## config.mk

```make
export PLATFORM = sky130hd
export DESIGN_NAME = branch_nextpc_unit
export DESIGN_NICKNAME = d
export VERILOG_FILES = /design/src/rtl/nxpc_pkg.sv /design/src/rtl/nxpc_cond_eval.sv /design/src/rtl/nxpc_decode.sv /design/src/rtl/nxpc_target.sv /design/src/rtl/nxpc_status.sv /design/src/rtl/branch_nextpc_unit.sv
export SDC_FILE = /design/constraint.sdc
export NUM_CORES = 1
export LEC_CHECK = 0
export ABC_AREA = 0
export BUFFER_PORTS_ARGS = -buffer_cell sky130_fd_sc_hd__buf_2
export CORE_UTILIZATION = 25
export DETAILED_ROUTE_END_ITERATION = 10
export SYNTH_ARGS = -nofsm -noshare
export SYNTH_HDL_FRONTEND = slang
export SYNTH_HIERARCHICAL = 1
export SYNTH_SLANG_ARGS = --single-unit
```

## constraint.sdc

```tcl
create_clock -name clk -period 10.23 [get_ports clk]
set_clock_uncertainty 0.1 [all_clocks]
set_input_delay 2.046 -clock clk [delete_from_list [all_inputs] [get_ports clk]]
set_output_delay 2.046 -clock clk [all_outputs]
set_load 0.02 [all_outputs]
```

## src/rtl/nxpc_pkg.sv

```systemverilog
package nxpc_pkg;

    typedef enum logic [1:0] {
        KIND_COND  = 2'd0,
        KIND_JUMP  = 2'd1,
        KIND_BREAK = 2'd2,
        KIND_RET   = 2'd3
    } br_kind_e;

    typedef enum logic [2:0] {
        CC_EQ   = 3'd0,
        CC_NE   = 3'd1,
        CC_LT   = 3'd2,
        CC_LE   = 3'd3,
        CC_GT   = 3'd4,
        CC_GE   = 3'd5,
        CC_RSV6 = 3'd6,
        CC_RSV7 = 3'd7
    } cond_code_e;

    typedef enum logic [1:0] {
        RK_PLAIN = 2'd0,
        RK_IRQ   = 2'd1,
        RK_BRK   = 2'd2,
        RK_ALT   = 2'd3
    } ret_kind_e;

    typedef enum logic {
        TGT_OFFSET = 1'b0,
        TGT_RETURN = 1'b1
    } tgt_sel_e;

    // Status bit positions inside the status register
    localparam int ST_IRQ_EN = 0;
    localparam int ST_IN_BRK = 1;
    localparam int ST_BITS   = 2;

    typedef struct packed {
        logic     taken;
        logic     use_abs;
        tgt_sel_e tgt_sel;
        logic     link_we;
        logic     delay;
        logic     irq_en_set;
        logic     in_brk_set;
        logic     in_brk_clr;
    } br_ctrl_t;

    // Signed test of a value against zero, given its sign and zero flags
    function automatic logic cond_hit(input cond_code_e cc, input logic neg, input logic zero);
        logic r;
        case (cc)
            CC_EQ:   r = zero;
            CC_NE:   r = !zero;
            CC_LT:   r = neg;
            CC_LE:   r = neg || zero;
            CC_GT:   r = !neg && !zero;
            CC_GE:   r = !neg;
            default: r = 1'b0;
        endcase
        return r;
    endfunction

endpackage

```

## src/rtl/nxpc_cond_eval.sv

```systemverilog
module nxpc_cond_eval
    import nxpc_pkg::*;
#(
    parameter int XLEN = 32
) (
    input  logic [XLEN-1:0] opnd_i,
    input  cond_code_e      cond_i,
    output logic            hit_o
);
    localparam int SIGN_BIT = XLEN - 1;

    logic is_neg;
    logic is_zero;

    always_comb begin
        is_neg  = opnd_i[SIGN_BIT];
        is_zero = (opnd_i == '0);
        hit_o   = cond_hit(cond_i, is_neg, is_zero);
    end

    always_comb begin
        if (cond_i == CC_RSV6 || cond_i == CC_RSV7) begin
            AST_RSV_NEVER_HIT: assert (!hit_o);
        end
    end

endmodule

```

## src/rtl/nxpc_decode.sv

```systemverilog
module nxpc_decode
    import nxpc_pkg::*;
(
    input  logic      valid_i,
    input  br_kind_e  kind_i,
    input  ret_kind_e ret_kind_i,
    input  logic      cond_hit_i,
    input  logic      abs_i,
    input  logic      link_i,
    input  logic      delay_i,
    output br_ctrl_t  ctrl_o
);
    always_comb begin
        ctrl_o = '0;
        ctrl_o.tgt_sel = TGT_OFFSET;
        if (valid_i) begin
            case (kind_i)
                KIND_COND: begin
                    ctrl_o.taken   = cond_hit_i;
                    ctrl_o.use_abs = abs_i;
                    ctrl_o.delay   = delay_i;
                end
                KIND_JUMP: begin
                    ctrl_o.taken   = 1'b1;
                    ctrl_o.use_abs = abs_i;
                    ctrl_o.link_we = link_i;
                    ctrl_o.delay   = delay_i;
                end
                KIND_BREAK: begin
                    ctrl_o.taken      = 1'b1;
                    ctrl_o.use_abs    = 1'b1;
                    ctrl_o.link_we    = 1'b1;
                    ctrl_o.in_brk_set = 1'b1;
                end
                default: begin
                    ctrl_o.taken   = 1'b1;
                    ctrl_o.tgt_sel = TGT_RETURN;
                    ctrl_o.delay   = 1'b1;
                    ctrl_o.irq_en_set = (ret_kind_i == RK_IRQ);
                    ctrl_o.in_brk_clr = (ret_kind_i == RK_BRK);
                end
            endcase
        end
    end

    always_comb begin
        AST_ONE_BRK_STROBE: assert (!(ctrl_o.in_brk_set && ctrl_o.in_brk_clr));
        if (ctrl_o.link_we) begin
            AST_LINK_KINDS: assert (kind_i == KIND_JUMP || kind_i == KIND_BREAK);
        end
    end

endmodule

```

## src/rtl/nxpc_target.sv

```systemverilog
module nxpc_target
    import nxpc_pkg::*;
#(
    parameter int XLEN       = 32,
    parameter int INSN_BYTES = 4
) (
    input  logic [XLEN-1:0] pc_i,
    input  logic [XLEN-1:0] opnd_i,
    input  logic [XLEN-1:0] reg_b_i,
    input  logic [XLEN-1:0] imm_i,
    input  logic            use_imm_i,
    input  br_ctrl_t        ctrl_i,
    output logic [XLEN-1:0] next_pc_o
);
    localparam logic [XLEN-1:0] STEP = XLEN'(INSN_BYTES);

    logic [XLEN-1:0] offset;
    logic [XLEN-1:0] seq_pc;
    logic [XLEN-1:0] rel_pc;
    logic [XLEN-1:0] ret_pc;

    always_comb begin
        offset = use_imm_i ? imm_i : reg_b_i;
        seq_pc = pc_i + STEP;
        rel_pc = pc_i + offset;
        ret_pc = opnd_i + imm_i;
        if (!ctrl_i.taken) begin
            next_pc_o = seq_pc;
        end else if (ctrl_i.tgt_sel == TGT_RETURN) begin
            next_pc_o = ret_pc;
        end else if (ctrl_i.use_abs) begin
            next_pc_o = offset;
        end else begin
            next_pc_o = rel_pc;
        end
    end

endmodule

```

## src/rtl/nxpc_status.sv

```systemverilog
module nxpc_status
    import nxpc_pkg::*;
#(
    parameter int NBITS = ST_BITS
) (
    input  logic             clk,
    input  logic             rst,
    input  logic [NBITS-1:0] set_i,
    input  logic [NBITS-1:0] clr_i,
    output logic [NBITS-1:0] q_o
);
    for (genvar b = 0; b < NBITS; b++) begin : g_bit
        always_ff @(posedge clk) begin
            if (rst) begin
                q_o[b] <= 1'b0;
            end else if (set_i[b]) begin
                q_o[b] <= 1'b1;
            end else if (clr_i[b]) begin
                q_o[b] <= 1'b0;
            end
        end

        AST_SET_STICKS: assert property (@(posedge clk) disable iff (rst)
            set_i[b] |=> q_o[b]);
        AST_CLR_DROPS: assert property (@(posedge clk) disable iff (rst)
            (clr_i[b] && !set_i[b]) |=> !q_o[b]);
        AST_HOLD_IDLE: assert property (@(posedge clk) disable iff (rst)
            (!set_i[b] && !clr_i[b]) |=> $stable(q_o[b]));
    end

    AST_RESET_CLEAR: assert property (@(posedge clk)
        rst |=> (q_o == '0));

endmodule

```

## src/rtl/branch_nextpc_unit.sv

```systemverilog
module branch_nextpc_unit
    import nxpc_pkg::*;
#(
    parameter int XLEN       = 32,
    parameter int INSN_BYTES = 4
) (
    input  logic            clk,
    input  logic            rst,
    input  logic            valid_i,
    input  logic [1:0]      kind_i,
    input  logic [2:0]      cond_i,
    input  logic [1:0]      ret_kind_i,
    input  logic            abs_i,
    input  logic            link_i,
    input  logic            delay_i,
    input  logic            use_imm_i,
    input  logic [XLEN-1:0] pc_i,
    input  logic [XLEN-1:0] opnd_i,
    input  logic [XLEN-1:0] reg_b_i,
    input  logic [XLEN-1:0] imm_i,
    output logic [XLEN-1:0] next_pc_o,
    output logic            taken_o,
    output logic            link_we_o,
    output logic [XLEN-1:0] link_val_o,
    output logic            delay_slot_o,
    output logic            irq_en_set_o,
    output logic            in_brk_set_o,
    output logic            in_brk_clr_o,
    output logic            irq_en_o,
    output logic            in_brk_o
);
    localparam logic [XLEN-1:0] STEP = XLEN'(INSN_BYTES);

    br_kind_e         kind;
    cond_code_e       cc;
    ret_kind_e        rk;
    logic             hit;
    br_ctrl_t         ctrl;
    logic [ST_BITS-1:0] st_set;
    logic [ST_BITS-1:0] st_clr;
    logic [ST_BITS-1:0] st_q;

    assign kind = br_kind_e'(kind_i);
    assign cc   = cond_code_e'(cond_i);
    assign rk   = ret_kind_e'(ret_kind_i);

    nxpc_cond_eval #(.XLEN(XLEN)) u_cond (
        .opnd_i (opnd_i),
        .cond_i (cc),
        .hit_o  (hit)
    );

    nxpc_decode u_dec (
        .valid_i    (valid_i),
        .kind_i     (kind),
        .ret_kind_i (rk),
        .cond_hit_i (hit),
        .abs_i      (abs_i),
        .link_i     (link_i),
        .delay_i    (delay_i),
        .ctrl_o     (ctrl)
    );

    nxpc_target #(.XLEN(XLEN), .INSN_BYTES(INSN_BYTES)) u_tgt (
        .pc_i      (pc_i),
        .opnd_i    (opnd_i),
        .reg_b_i   (reg_b_i),
        .imm_i     (imm_i),
        .use_imm_i (use_imm_i),
        .ctrl_i    (ctrl),
        .next_pc_o (next_pc_o)
    );

    always_comb begin
        st_set = '0;
        st_clr = '0;
        st_set[ST_IRQ_EN] = ctrl.irq_en_set;
        st_set[ST_IN_BRK] = ctrl.in_brk_set;
        st_clr[ST_IN_BRK] = ctrl.in_brk_clr;
    end

    nxpc_status #(.NBITS(ST_BITS)) u_st (
        .clk   (clk),
        .rst   (rst),
        .set_i (st_set),
        .clr_i (st_clr),
        .q_o   (st_q)
    );

    assign taken_o      = ctrl.taken;
    assign link_we_o    = ctrl.link_we;
    assign link_val_o   = pc_i;
    assign delay_slot_o = ctrl.delay;
    assign irq_en_set_o = ctrl.irq_en_set;
    assign in_brk_set_o = ctrl.in_brk_set;
    assign in_brk_clr_o = ctrl.in_brk_clr;
    assign irq_en_o     = st_q[ST_IRQ_EN];
    assign in_brk_o     = st_q[ST_IN_BRK];

    AST_IDLE_QUIET: assert property (@(posedge clk) disable iff (rst)
        !valid_i |-> (!taken_o && !link_we_o && !irq_en_set_o && !in_brk_set_o && !in_brk_clr_o));
    AST_SEQ_STEP: assert property (@(posedge clk) disable iff (rst)
        !taken_o |-> (next_pc_o == pc_i + STEP));
    AST_LINK_PC: assert property (@(posedge clk) disable iff (rst)
        link_we_o |-> (taken_o && link_val_o == pc_i));
    AST_UNCOND_TAKEN: assert property (@(posedge clk) disable iff (rst)
        (valid_i && kind_i == 2'd1) |-> taken_o);
    AST_EQ_ZERO: assert property (@(posedge clk) disable iff (rst)
        (valid_i && kind_i == 2'd0 && cond_i == 3'd0) |-> (taken_o == (opnd_i == '0)));
    AST_BRK_ABS: assert property (@(posedge clk) disable iff (rst)
        (valid_i && kind_i == 2'd2) |->
            (!delay_slot_o && next_pc_o == (use_imm_i ? imm_i : reg_b_i)));
    AST_RET_DELAY: assert property (@(posedge clk) disable iff (rst)
        (valid_i && kind_i == 2'd3) |-> (delay_slot_o && taken_o && next_pc_o == opnd_i + imm_i));
    AST_DELAY_FOLLOWS: assert property (@(posedge clk) disable iff (rst)
        (valid_i && !kind_i[1]) |-> (delay_slot_o == delay_i));

endmodule

```

Word level (Yosys, flattened, before mapping)
Cells that the tools add are included.
{"block": "totals", "in_bits": 142, "wordCells": 40, "out_inout_bits": 72, "ff_bits": 2}
{"block": "op_classes", "add_sub_neg": 3, "n_reduce_logical": 10, "eq_ne": 9, "n_mux": 16}
{"operator": "32-bit two-way mux", "count": 4}
{"operator": "32-bit adder", "count": 2}
{"operator": "32-bit by 3-bit adder with 32-bit output (second input constant)", "count": 1}
{"operator": "32-bit zero test", "count": 1}
{"operator": "8-bit two-way mux", "count": 1}
{"operator": "1-bit two-way mux", "count": 7}
{"operator": "3-bit by 2-bit == test with 1-bit output (second input constant)", "count": 2}
{"operator": "3-bit == test (second input constant)", "count": 2}
{"operator": "1-bit one-hot mux with 2 select lines", "count": 3}
{"operator": "1-bit one-hot mux with 6 select lines", "count": 1}
{"operator": "2-bit by 1-bit == test with 1-bit output (second input constant)", "count": 2}
{"operator": "2-bit == test (second input constant)", "count": 2}
{"operator": "3-bit by 1-bit == test with 1-bit output (second input constant)", "count": 1}
{"operator": "3-bit zero test", "count": 1}
{"operator": "3-bit OR reduction", "count": 1}
{"operator": "1-bit zero test", "count": 2}
{"operator": "2-bit zero test", "count": 1}
{"operator": "2-bit nonzero test", "count": 1}
{"operator": "2-bit OR reduction", "count": 1}
{"operator": "1-bit logical AND", "count": 1}
{"operator": "1-bit logical OR", "count": 1}

Logic depth before layout (Yosys ltp)
Gate-level depths: netlist of the first run.
{"block": "logic_depth", "ltp_word": 9, "ltp_mapped": 14, "depth_no_buf": 12}

Hierarchy
The synthesis of the first run kept the hierarchy.
{"module": "nxpc_target", "area_each_um2": 4889.7, "seq_area_each_um2": 0.0, "cells_per_inst": 713, "instances": 1}
{"module": "branch_nextpc_unit", "area_each_um2": 244.0, "seq_area_each_um2": 0.0, "cells_per_inst": 33, "instances": 1}
{"module": "nxpc_decode", "area_each_um2": 151.4, "seq_area_each_um2": 0.0, "cells_per_inst": 20, "instances": 1}
{"module": "nxpc_cond_eval", "area_each_um2": 133.9, "seq_area_each_um2": 0.0, "cells_per_inst": 19, "instances": 1}
{"module": "nxpc_status", "area_each_um2": 70.1, "seq_area_each_um2": 40.0, "cells_per_inst": 8, "instances": 1}

Least setup slack after synthesis of the first run
OpenSTA, ideal clock, no wires.
{"block": "synth_path", "kind": "input to output", "from": "input use_imm_i", "to": "output next_pc_o[22]", "n_path_buf": 2, "stages": 13, "arrival_time_ns": 5.350, "slack_ns": 2.734, "required_time_ns": 8.084, "path_cell_list": "clkbuf_1 buf_1 mux2_2 ha_1 fa_1 a21oi_1 o31ai_1 nand3_1 a21oi_1 o41a_1 a21boi_1 xnor2_1 a221oi_1"}
{"block": "synth_via", "elab_chain_cells": 5}
{"element": "start, declared", "line": "branch_nextpc_unit.sv:16", "text": "input logic use_imm_i,"}
{"element": "32-bit two-way mux *", "line": "nxpc_target.sv:23", "text": "offset = use_imm_i ? imm_i : reg_b_i;"}
{"element": "32-bit adder", "line": "nxpc_target.sv:25", "text": "rel_pc = pc_i + offset;"}
{"element": "32-bit two-way mux *", "line": "nxpc_target.sv:31", "text": "end else if (ctrl_i.use_abs) begin"}
{"element": "32-bit two-way mux *", "line": "nxpc_target.sv:29", "text": "end else if (ctrl_i.tgt_sel == TGT_RETURN) begin"}
{"element": "32-bit two-way mux *", "line": "nxpc_target.sv:27", "text": "if (!ctrl_i.taken) begin"}
{"element": "end, declared", "line": "branch_nextpc_unit.sv:21", "text": "output logic [XLEN-1:0] next_pc_o,"}
Mark *: on every way between the ends. The rest lies on a longest branch, timed or not.

Worst setup path after layout of the first run
{"block": "layout_path", "from": "input use_imm_i", "to": "output next_pc_o[30]"}
The elaborated chain is that of the path after synthesis.

==> results of run 1 <==
## cell usage in the layout, fill, tap and decap left out, types with 3 or more instances in the layout
cell	netlist	final
buf_2	0	213
nand2_1	84	84
a21oi_1	81	81
ha_1	67	67
o21ai_0	55	55
nor2_1	49	49
xnor2_1	47	47
mux2_2	33	33
xor2_1	31	31
nand3_1	28	28
a21o_1	27	27
inv_1	24	24
o211ai_1	15	15
nor3_1	13	13
and3_1	11	11
nand2b_1	10	10
a31oi_1	10	10
nand4_1	9	9
nor4_1	8	8
o21a_1	8	8
o22ai_1	8	8
a21boi_0	8	7
mux2i_1	7	7
or3_1	7	7
and4_1	6	6
a211oi_1	6	6
o21bai_1	6	6
and2_1	4	4
nor2b_1	4	4
clkbuf_16	0	3
buf_4	32	3
o22a_1	3	3
o31ai_1	3	3
a211o_1	3	3
o41ai_1	3	3
a221oi_1	3	3
## worst paths after layout
check	from	endpoint	slack, ps	cells past startpoint
max	use_imm_i	next_pc_o[30]	2330	13
min	u_st/q_o[0]	u_st/q_o[0]	360	2
max reg2reg	u_st/q_o[1]	u_st/q_o[1]	9550	2
min reg2reg	u_st/q_o[0]	u_st/q_o[0]	360	2
## power by group through the flow
stage / logic, mW / registers (mW) / clock network [mW]
floorplan: 0.310 / 0.00867 / 0
global placement: 0.444 / 0.00834 / 0
detailed placement: 0.444 / 0.00836 / 0
CTS: 0.446 / 0.00827 / 0.0596
global route: 0.491 / 0.00830 / 0.0603
finish: 0.452 / 0.00828 / 0.0588
## layout make-up
| cell class | instances | share of cell area, % |
|---|---|---|
| inverter | 26 | 1.46 |
| sequential | 2 | 0.601 |
| antenna | 2 | 0.0751 |
| multi-input combinational | 704 | 75.2 |
| tap | 275 | 5.16 |
| clock buffer | 3 | 1.13 |
| timing repair buffer | 216 | 16.3 |
## per-stage QoR
step                utilization, %  hold WS [ps]
floorplan                        -           443
global placement              30.9           353
detailed placement            30.9           363
CTS                           31.3           369
global route                  31.3           407
finish                        31.3           361
## cell families (layout without fill, tap and decap cells)
logic type	Yosys count	count (layout)	synth area share, %
other	1	3	0.0683
xor gates and xnor gates	78	78	12.4
muxes	40	40	8.05
DFF	2	2	0.729
adders and majority gates	69	69	16.0
buffers and inverters	87	245	8.14
and+or+nand+nor	245	245	21.7
AOI/OAI and AO/OA	271	271	32.9
## metal layers
metal,track usage [%],part of all wire [%],up-vias
met5,0,0,-
met4,5.66,2.4,0
met3,1.45,5.6,24
met2,31.8,48,227
met1,24.7,44,2996
li1,-,-,3249
## critical path: stages
cell and delay, ps:
buf_2 570, mux2_2 430, ha_1 380, inv_1 60, o31ai_1 330, nand3_1 210, a21oi_1 270, nor3_1 120
o41ai_1 510, xor2_1 180, mux2i_1 90, a221oi_1 320, buf_2 230
==> results.ini, run 1 <==
[worst_hold_path]
min_path_type = reg -> reg

[finish]
final_cell_area_um2 = 6660
nets = 1164
area_growth_syn_to_layout_pct = 21.4
top_register = u_st/q_o
drive_above_1_share_pct = 28.5
largest_reg_flops = 2
layoutNonFillerInstCount = 1228
register_area_um2 = 40.0
num-fill-cells = 2326
largestRegisters = u_st/q_o (2)
multiInputGateArea_um2 = 5010

[cts]
cts_buffer_depth = 2
postCtsSetupRepairBufs = 0
cts_inserted_buffers = 3
hold_buffers = 0
post_cts_resized = 0
clock_latency_ps = 220
cts.clk_slew.worst_paths_ps = 30
cts_root_buf = clkbuf_16
cts_tree = done
clock_sink_count = 2
htreeDepth = 1

[place]
port-buffer-count = 213
dp_cells = 1223
gp_congestion = 0.913
place_area_um2 = 6580
post-place-ws_ps = 2320
dp_hpwl_mm = 18.8

[worst_setup_path]
arrival_ps = 5750
start_kind = primary input
cp-end-kind = primary output
path_max_fanout = 32
crit_type = in -> out
crit_required_ps = 8080

[synthesis]
synth_cell_types = 75
ys_async_sr_fraction_pct = 0
synth_edf_count = 0
syn_nets = 1004
ys_dominant_reg_cell = dfxtp_1
ys_seq_area_share_pct = 0.729
synth_top_area_cell = ha_1
synth_area_leaders = ha_1, xnor2_1, a21oi_1
ys_ff_latch = 2
yosysTopAreaCellShare_pct = 15.3
synthesis.area_um2 = 5490
yosys_warnings = 6
netlist_top_cells_count = nand2_1, a21oi_1, ha_1, o21ai_0, nor2_1
synth_cells = 793
avgSynthCellArea_um2 = 6.92
yosysMostFrequentCell = nand2_1

[power]
ir_drop_uv = 42.6
power.density_nw_per_um2 = 77.8
clock_power_share_pct = 11.3
leakagePower_nw = 3.05
pwr-share-seq_pct = 1.6
swShare_pct = 54.3
p_comb_share_pct = 87.1
power.total_uw = 519
p_switching_uw = 281
p_int_uw = 237

[grt]
grt_pass1_vias = 6113
grt_pass1_wl_mm = 33.1
grt_start_max_net_pins = 47
grt_overflow = 0
track_usage_pct = 18.6
antenna_found_initial = 2

[timing]
fin_crit_sh_pct = 77.2
rsz0062_at_grt = false
timing.fmax_ghz = 0.127
maxSlewViolCount = 0
final-setup-viol-count = 0
tightest_slew_ps = 752
period_needed_ps = 7900
worst_slack_ps = 2330
relSlewSlack_pct = 49.9
tns_ps = 0
finalHoldViolations = 0

[floorplanning]
start_util_pct = 25.8
die_area_um2 = 22600
rows = 53
die_height_um = 150
io_pins = 214
core-area_um2 = 21300
die_w_um = 150

[run_status]
outcome = finished, final reports clean

[routing]
ant_nets = 0
drtIter0Drc = 557
avgRoutedWirePerCell_um = 17.9
vias = 6496
drt_drc_violations_left = 0
drt_wl_total_mm = 22.0
detail_route.vias_per_cell = 5.29
dr.pass1.iters = 5

[job]
drv_cap = 0

Power figures use the tool's default switching activity.
==> run 2: changes to the inputs <==
==> constraint.sdc (replaced) <==
create_clock -name clk -period 7 [get_ports clk]
set_clock_uncertainty 0.1 [all_clocks]
set_input_delay 1.4 -clock clk [delete_from_list [all_inputs] [get_ports clk]]
set_output_delay 1.4 -clock clk [all_outputs]
set_load 0.02 [all_outputs]
==> run 2 against run 1 <==
  * Cell count is 0.57% higher
  * Via count is 1.4% higher
  * Die area stayed put
  * Register-to-register slack worse by 3200 ps
  * Sequential cell count stayed put
  * Global-route usage is 0.18 points lower
  * Sequential share of layout area hardly changed
  * Design area is 0.64% higher
  * Wire length is 1.3% lower
  * Largest cell class unchanged
  * Largest power group unchanged
==> results.ini, run 2 (synthesis gave the netlist of run 1 again) <==
[worst_setup_path]
start_kind = primary input
crit_chain = buf_2, mux2_2, ha_1, a21oi_1, o31ai_1, nand3_1, a21oi_1, nor3_1, o41ai_1, xor2_1, mux2i_1, a221oi_1, buf_2
r2r_slack_ps = 6330
arrival_ps = 4880
r2r-end = u_st/q_o[0]
crit_path_start = use_imm_i
worst-path-buf-inv = 2
cp-end-kind = primary output
r2r-start = u_st/q_o[0]
r2r_cells = 2
cp_slowest_cell = o41ai_1
crit_required_ps = 5500
path_max_fanout = 12
crit_type = in -> out
critical-path-top-delay-family = compound AO/OA/AOI/OAI gates
max_stage_delay_ps = 570

[run_status]
outcome = finished, final reports clean

[routing]
vias = 6587
detail_route.vias_per_cell = 5.33
drt_wl_total_mm = 21.7
ant_nets = 0
drtIter0Drc = 539
drt_drc_violations_left = 0
dr.pass1.iters = 5
avgRoutedWirePerCell_um = 17.6

[floorplanning]
die_height_um = 150
die_area_um2 = 22600
rows = 53
die_w_um = 150
start_util_pct = 25.8
io_pins = 214
core-area_um2 = 21300

[timing]
final-setup-viol-count = 0
rsz0062_at_grt = false
fin_crit_sh_pct = 91.2
holdWs_ps = 368
timing.fmax_ghz = 0.157
maxSlewViolCount = 0
finalHoldViolations = 0
worst_slack_ps = 618
tightest_slew_ps = 591
relSlewSlack_pct = 60.0
tns_ps = 0
period_needed_ps = 6380

[cts]
cts.clk_slew.worst_paths_ps = 30
cts_buffer_depth = 2
clock_latency_ps = 220
cts_inserted_buffers = 3
post_cts_resized = 0
clock_sink_count = 2
cts_tree = done
hold_buffers = 0
cts_root_buf = clkbuf_16
postCtsSetupRepairBufs = 0
htreeDepth = 1

[finish]
drive_above_1_share_pct = 28.9
num-fill-cells = 2311
layoutNonFillerInstCount = 1235
nets = 1169
final_core_util_pct = 31.5
largest_reg_flops = 2
largestRegisters = u_st/q_o (2)
final_cell_mix = buf_2, nand2_1, a21oi_1
top_register = u_st/q_o
final_cell_area_um2 = 6710
layout_commonest_cell = buf_2
area_growth_syn_to_layout_pct = 22.2

[worst_hold_path]
whs_path_depth = 2
hp-start = u_st/q_o[1]
min_path_type = reg -> reg
min_to = u_st/q_o[1]

[place]
dp_hpwl_mm = 18.7
gp_congestion = 0.930
port-buffer-count = 213
post-place-ws_ps = 657
place_area_um2 = 6620
dp_cells = 1228

[power]
leakagePower_nw = 3.07
power.total_uw = 759
ir_drop_uv = 123
power.density_nw_per_um2 = 113

[grt]
grt_pass1_vias = 6025
grt_start_max_net_pins = 46
grt_pass1_wl_mm = 32.6
track_usage_pct = 18.4
antenna_found_initial = 4
grt_overflow = 0

[job]
drv_cap = 0

## run 2: layout make-up
cell class	instances	area, µm²	area share [%]
antenna	4	10.0	0.149
timing repair buffer	221	1130	16.8
inverter	26	97.6	1.46
clock buffer	3	75.1	1.12
tap	275	344	5.13
sequential	2	40.0	0.597
multi-input combinational	704	5010	74.8
## run 2: report_power, final
part	internal (mW)	switching [mW]	leakage (nW)
registers	0.0119	0.000175	0.0163
clock network	0.0727	0.0139	0.0370
logic	0.265	0.396	3.02
total	0.349	0.410	3.07
## run 2: worst min-delay path: stages (launching register included)
cell	delay (ps)
dfxtp_1	300
nand2b_1	60
a21oi_1	60
## run 2: how the worst max path moves through the flow
stage                    endpoint  slack (ps)  depth (start not counted)
global placement    next_pc_o[30]         670                         13
detailed placement  next_pc_o[30]         660                         13
global route        next_pc_o[30]         360                         13
CTS                 next_pc_o[30]         650                         13
floorplan           next_pc_o[22]         800                         13
finish              next_pc_o[30]         620                         13
## run 2: layer usage
| metal | routed length, µm | part of all wire (%) | GRT usage (%) | vias up |
|---|---|---|---|---|
| met5 | 0 | 0 | 0 | - |
| met2 | 10400 | 48 | 31.1 | 237 |
| met1 | 9580 | 44 | 24.8 | 3069 |
| met3 | 1230 | 5.7 | 1.27 | 29 |
| met4 | 515 | 2.4 | 5.76 | 0 |
| li1 | - | - | - | 3252 |
==> run 3: changes to the inputs <==
--- a/config.mk
+++ b/config.mk
@@ -5,10 +5,10 @@
 export SDC_FILE = /design/constraint.sdc
 export NUM_CORES = 1
 export LEC_CHECK = 0
-export ABC_AREA = 0
 export BUFFER_PORTS_ARGS = -buffer_cell sky130_fd_sc_hd__buf_2
-export CORE_UTILIZATION = 25
+export CORE_UTILIZATION = 47
 export DETAILED_ROUTE_END_ITERATION = 10
+export PLACE_DENSITY = 0.81
 export SYNTH_ARGS = -nofsm -noshare
 export SYNTH_HDL_FRONTEND = slang
 export SYNTH_HIERARCHICAL = 1
==> run 3 against run 2 <==
  * Wire length fell by 8.0%
  * Sequential power about the same
  * Die area shrank 46%
  * Setup slack worse by 140 ps
  * Count of clock-buffer cells in the layout stayed put
  * Design area down 2.6%
  * Core utilization up 26 points
  * Sequential share of layout area barely moved
  * Maximum frequency shrank 2.1%
  * Largest cell class unchanged
  * Largest power group unchanged
==> results.ini, run 3 (synthesis gave the netlist of run 1 again) <==
[cts]
cts_tree = done
cts_inserted_buffers = 3
clock_latency_ps = 220
clock_sink_count = 2
cts.clk_slew.worst_paths_ps = 30
cts_root_buf = clkbuf_16
htreeDepth = 1
hold_buffers = 0
postCtsSetupRepairBufs = 0
post_cts_resized = 0
cts_buffer_depth = 2

[timing]
final-setup-viol-count = 0
rsz0062_at_grt = false
timing.fmax_ghz = 0.153
finalHoldViolations = 0
tightest_slew_ps = 760
holdWs_ps = 364
period_needed_ps = 6520
maxSlewViolCount = 0
relSlewSlack_pct = 49.3
tns_ps = 0
fin_crit_sh_pct = 93.1

[grt]
antenna_found_initial = 2
gr-usage-met3_pct = 3.23
use_met1_pct = 46.5
grt_pass1_vias = 5920
met2_usage_pct = 48.4
grt_start_max_net_pins = 32
track_usage_pct = 31.9
grt_overflow = 0
grt_pass1_wl_mm = 30.0
grt_busiest_layer = met2

[worst_setup_path]
path_max_fanout = 22
crit_type = in -> out
cp_slowest_cell = mux2_2
arrival_ps = 5020
start_kind = primary input
crit_top_cell = buf_2
r2r-end = u_st/q_o[0]
crit_required_ps = 5500
r2r_slack_ps = 6310
r2r-start = u_st/q_o[0]
cp-end-kind = primary output
r2r_cells = 2
crit_chain = buf_2, buf_4, mux2_2, ha_1, a21oi_1, nor2_1, o41a_1, o21a_1, a31oi_1, o21ai_0, xnor2_1, mux2i_1, a211oi_2, buf_2
max_stage_delay_ps = 410

[routing]
drt_drc_violations_left = 0
detail_route.vias_per_cell = 6.18
dr.pass1.iters = 7
avgRoutedWirePerCell_um = 18.1
drtIter0Drc = 740
drt_wl_total_mm = 20.0
vias = 6807
ant_nets = 0

[place]
dp_hpwl_mm = 16.8
gp_congestion = 0.975
port-buffer-count = 213
dp_cells = 1095

[floorplanning]
die_area_um2 = 12100
start_util_pct = 48.1
core-area_um2 = 11400
io_pins = 214
die_height_um = 110
rows = 39
die_w_um = 110

[run_status]
outcome = finished, final reports clean

[power]
ir_drop_uv = 156
power.density_nw_per_um2 = 116
leakagePower_nw = 3.06

[worst_hold_path]
min_path_type = reg -> reg
hp-start = u_st/q_o[1]
min_to = u_st/q_o[1]
whs_path_depth = 2

[finish]
final_cell_mix = buf_2, nand2_1, a21oi_1
top_register = u_st/q_o
layout_commonest_cell = buf_2
largest_reg_flops = 2
drive_above_1_share_pct = 28.8
layoutNonFillerInstCount = 1101
num-fill-cells = 1151
area_growth_syn_to_layout_pct = 19.0
final_core_util_pct = 57.2
largestRegisters = u_st/q_o (2)
nets = 1168

[job]
drv_cap = 0

[run 3: cell types whose count changed in the layout (fill, tap and decap cells not counted), sizes merged]
cell,previous run,this run
buf,221,220
diode,4,3
[run 3: through the flow]
step	cell area [µm²]	power, mW	worst slack (ps)
finish	6530	0.760	483
global route	6530	0.817	391
CTS	6520	0.743	597
detailed placement	6450	0.653	583
global placement	6450	0.650	684
floorplan	5490	0.466	796
[run 3: how the worst max path moves through the flow]
stage | from | endpoint | slack [ps] | cells past startpoint
2_1_floorplan | use_imm_i | next_pc_o[22] | 800 | 13
3_3_place_gp | use_imm_i | next_pc_o[31] | 680 | 14
3_5_place_dp | use_imm_i | next_pc_o[31] | 580 | 14
4_1_cts | use_imm_i | next_pc_o[31] | 600 | 14
5_1_grt | use_imm_i | next_pc_o[22] | 390 | 13
6_report | use_imm_i | next_pc_o[31] | 480 | 14
[run 3: critical path: cells and delay by family]
kind | cells | cell delay, ps
buffers and inverters | 3 | 730
AO/OA/AOI/OAI | 6 | 1540
adder cells (fa/ha/maj) | 1 | 370
AND/OR/NAND/NOR | 1 | 60
multiplexers | 2 | 660
XOR/XNOR | 1 | 250
[run 3: where the power goes]
| group | total [mW] | internal [mW] | switching, mW |
|---|---|---|---|
| logic | 0.661 | 0.264 | 0.397 |
| registers | 0.0120 | 0.0119 | 0.000154 |
| clock network | 0.0862 | 0.0727 | 0.0135 |
[run 3: cell type report]
class | instances | area [µm²] | area share, %
sequential | 2 | 40.0 | 0.613
multi-input combinational | 704 | 5010 | 76.8
antenna | 3 | 7.51 | 0.115
tap | 143 | 179 | 2.74
inverter | 26 | 97.6 | 1.49
clock buffer | 3 | 75.1 | 1.15
timing repair buffer | 220 | 1120 | 17.1
[run 3: routing by layer]
| layer | vias up | routed length, µm |
|---|---|---|
| li1 | 3252 | - |
| met1 | 3111 | 8720 |
| met2 | 398 | 8670 |
| met3 | 46 | 2090 |
| met4 | 0 | 493 |
| met5 | - | 0 |
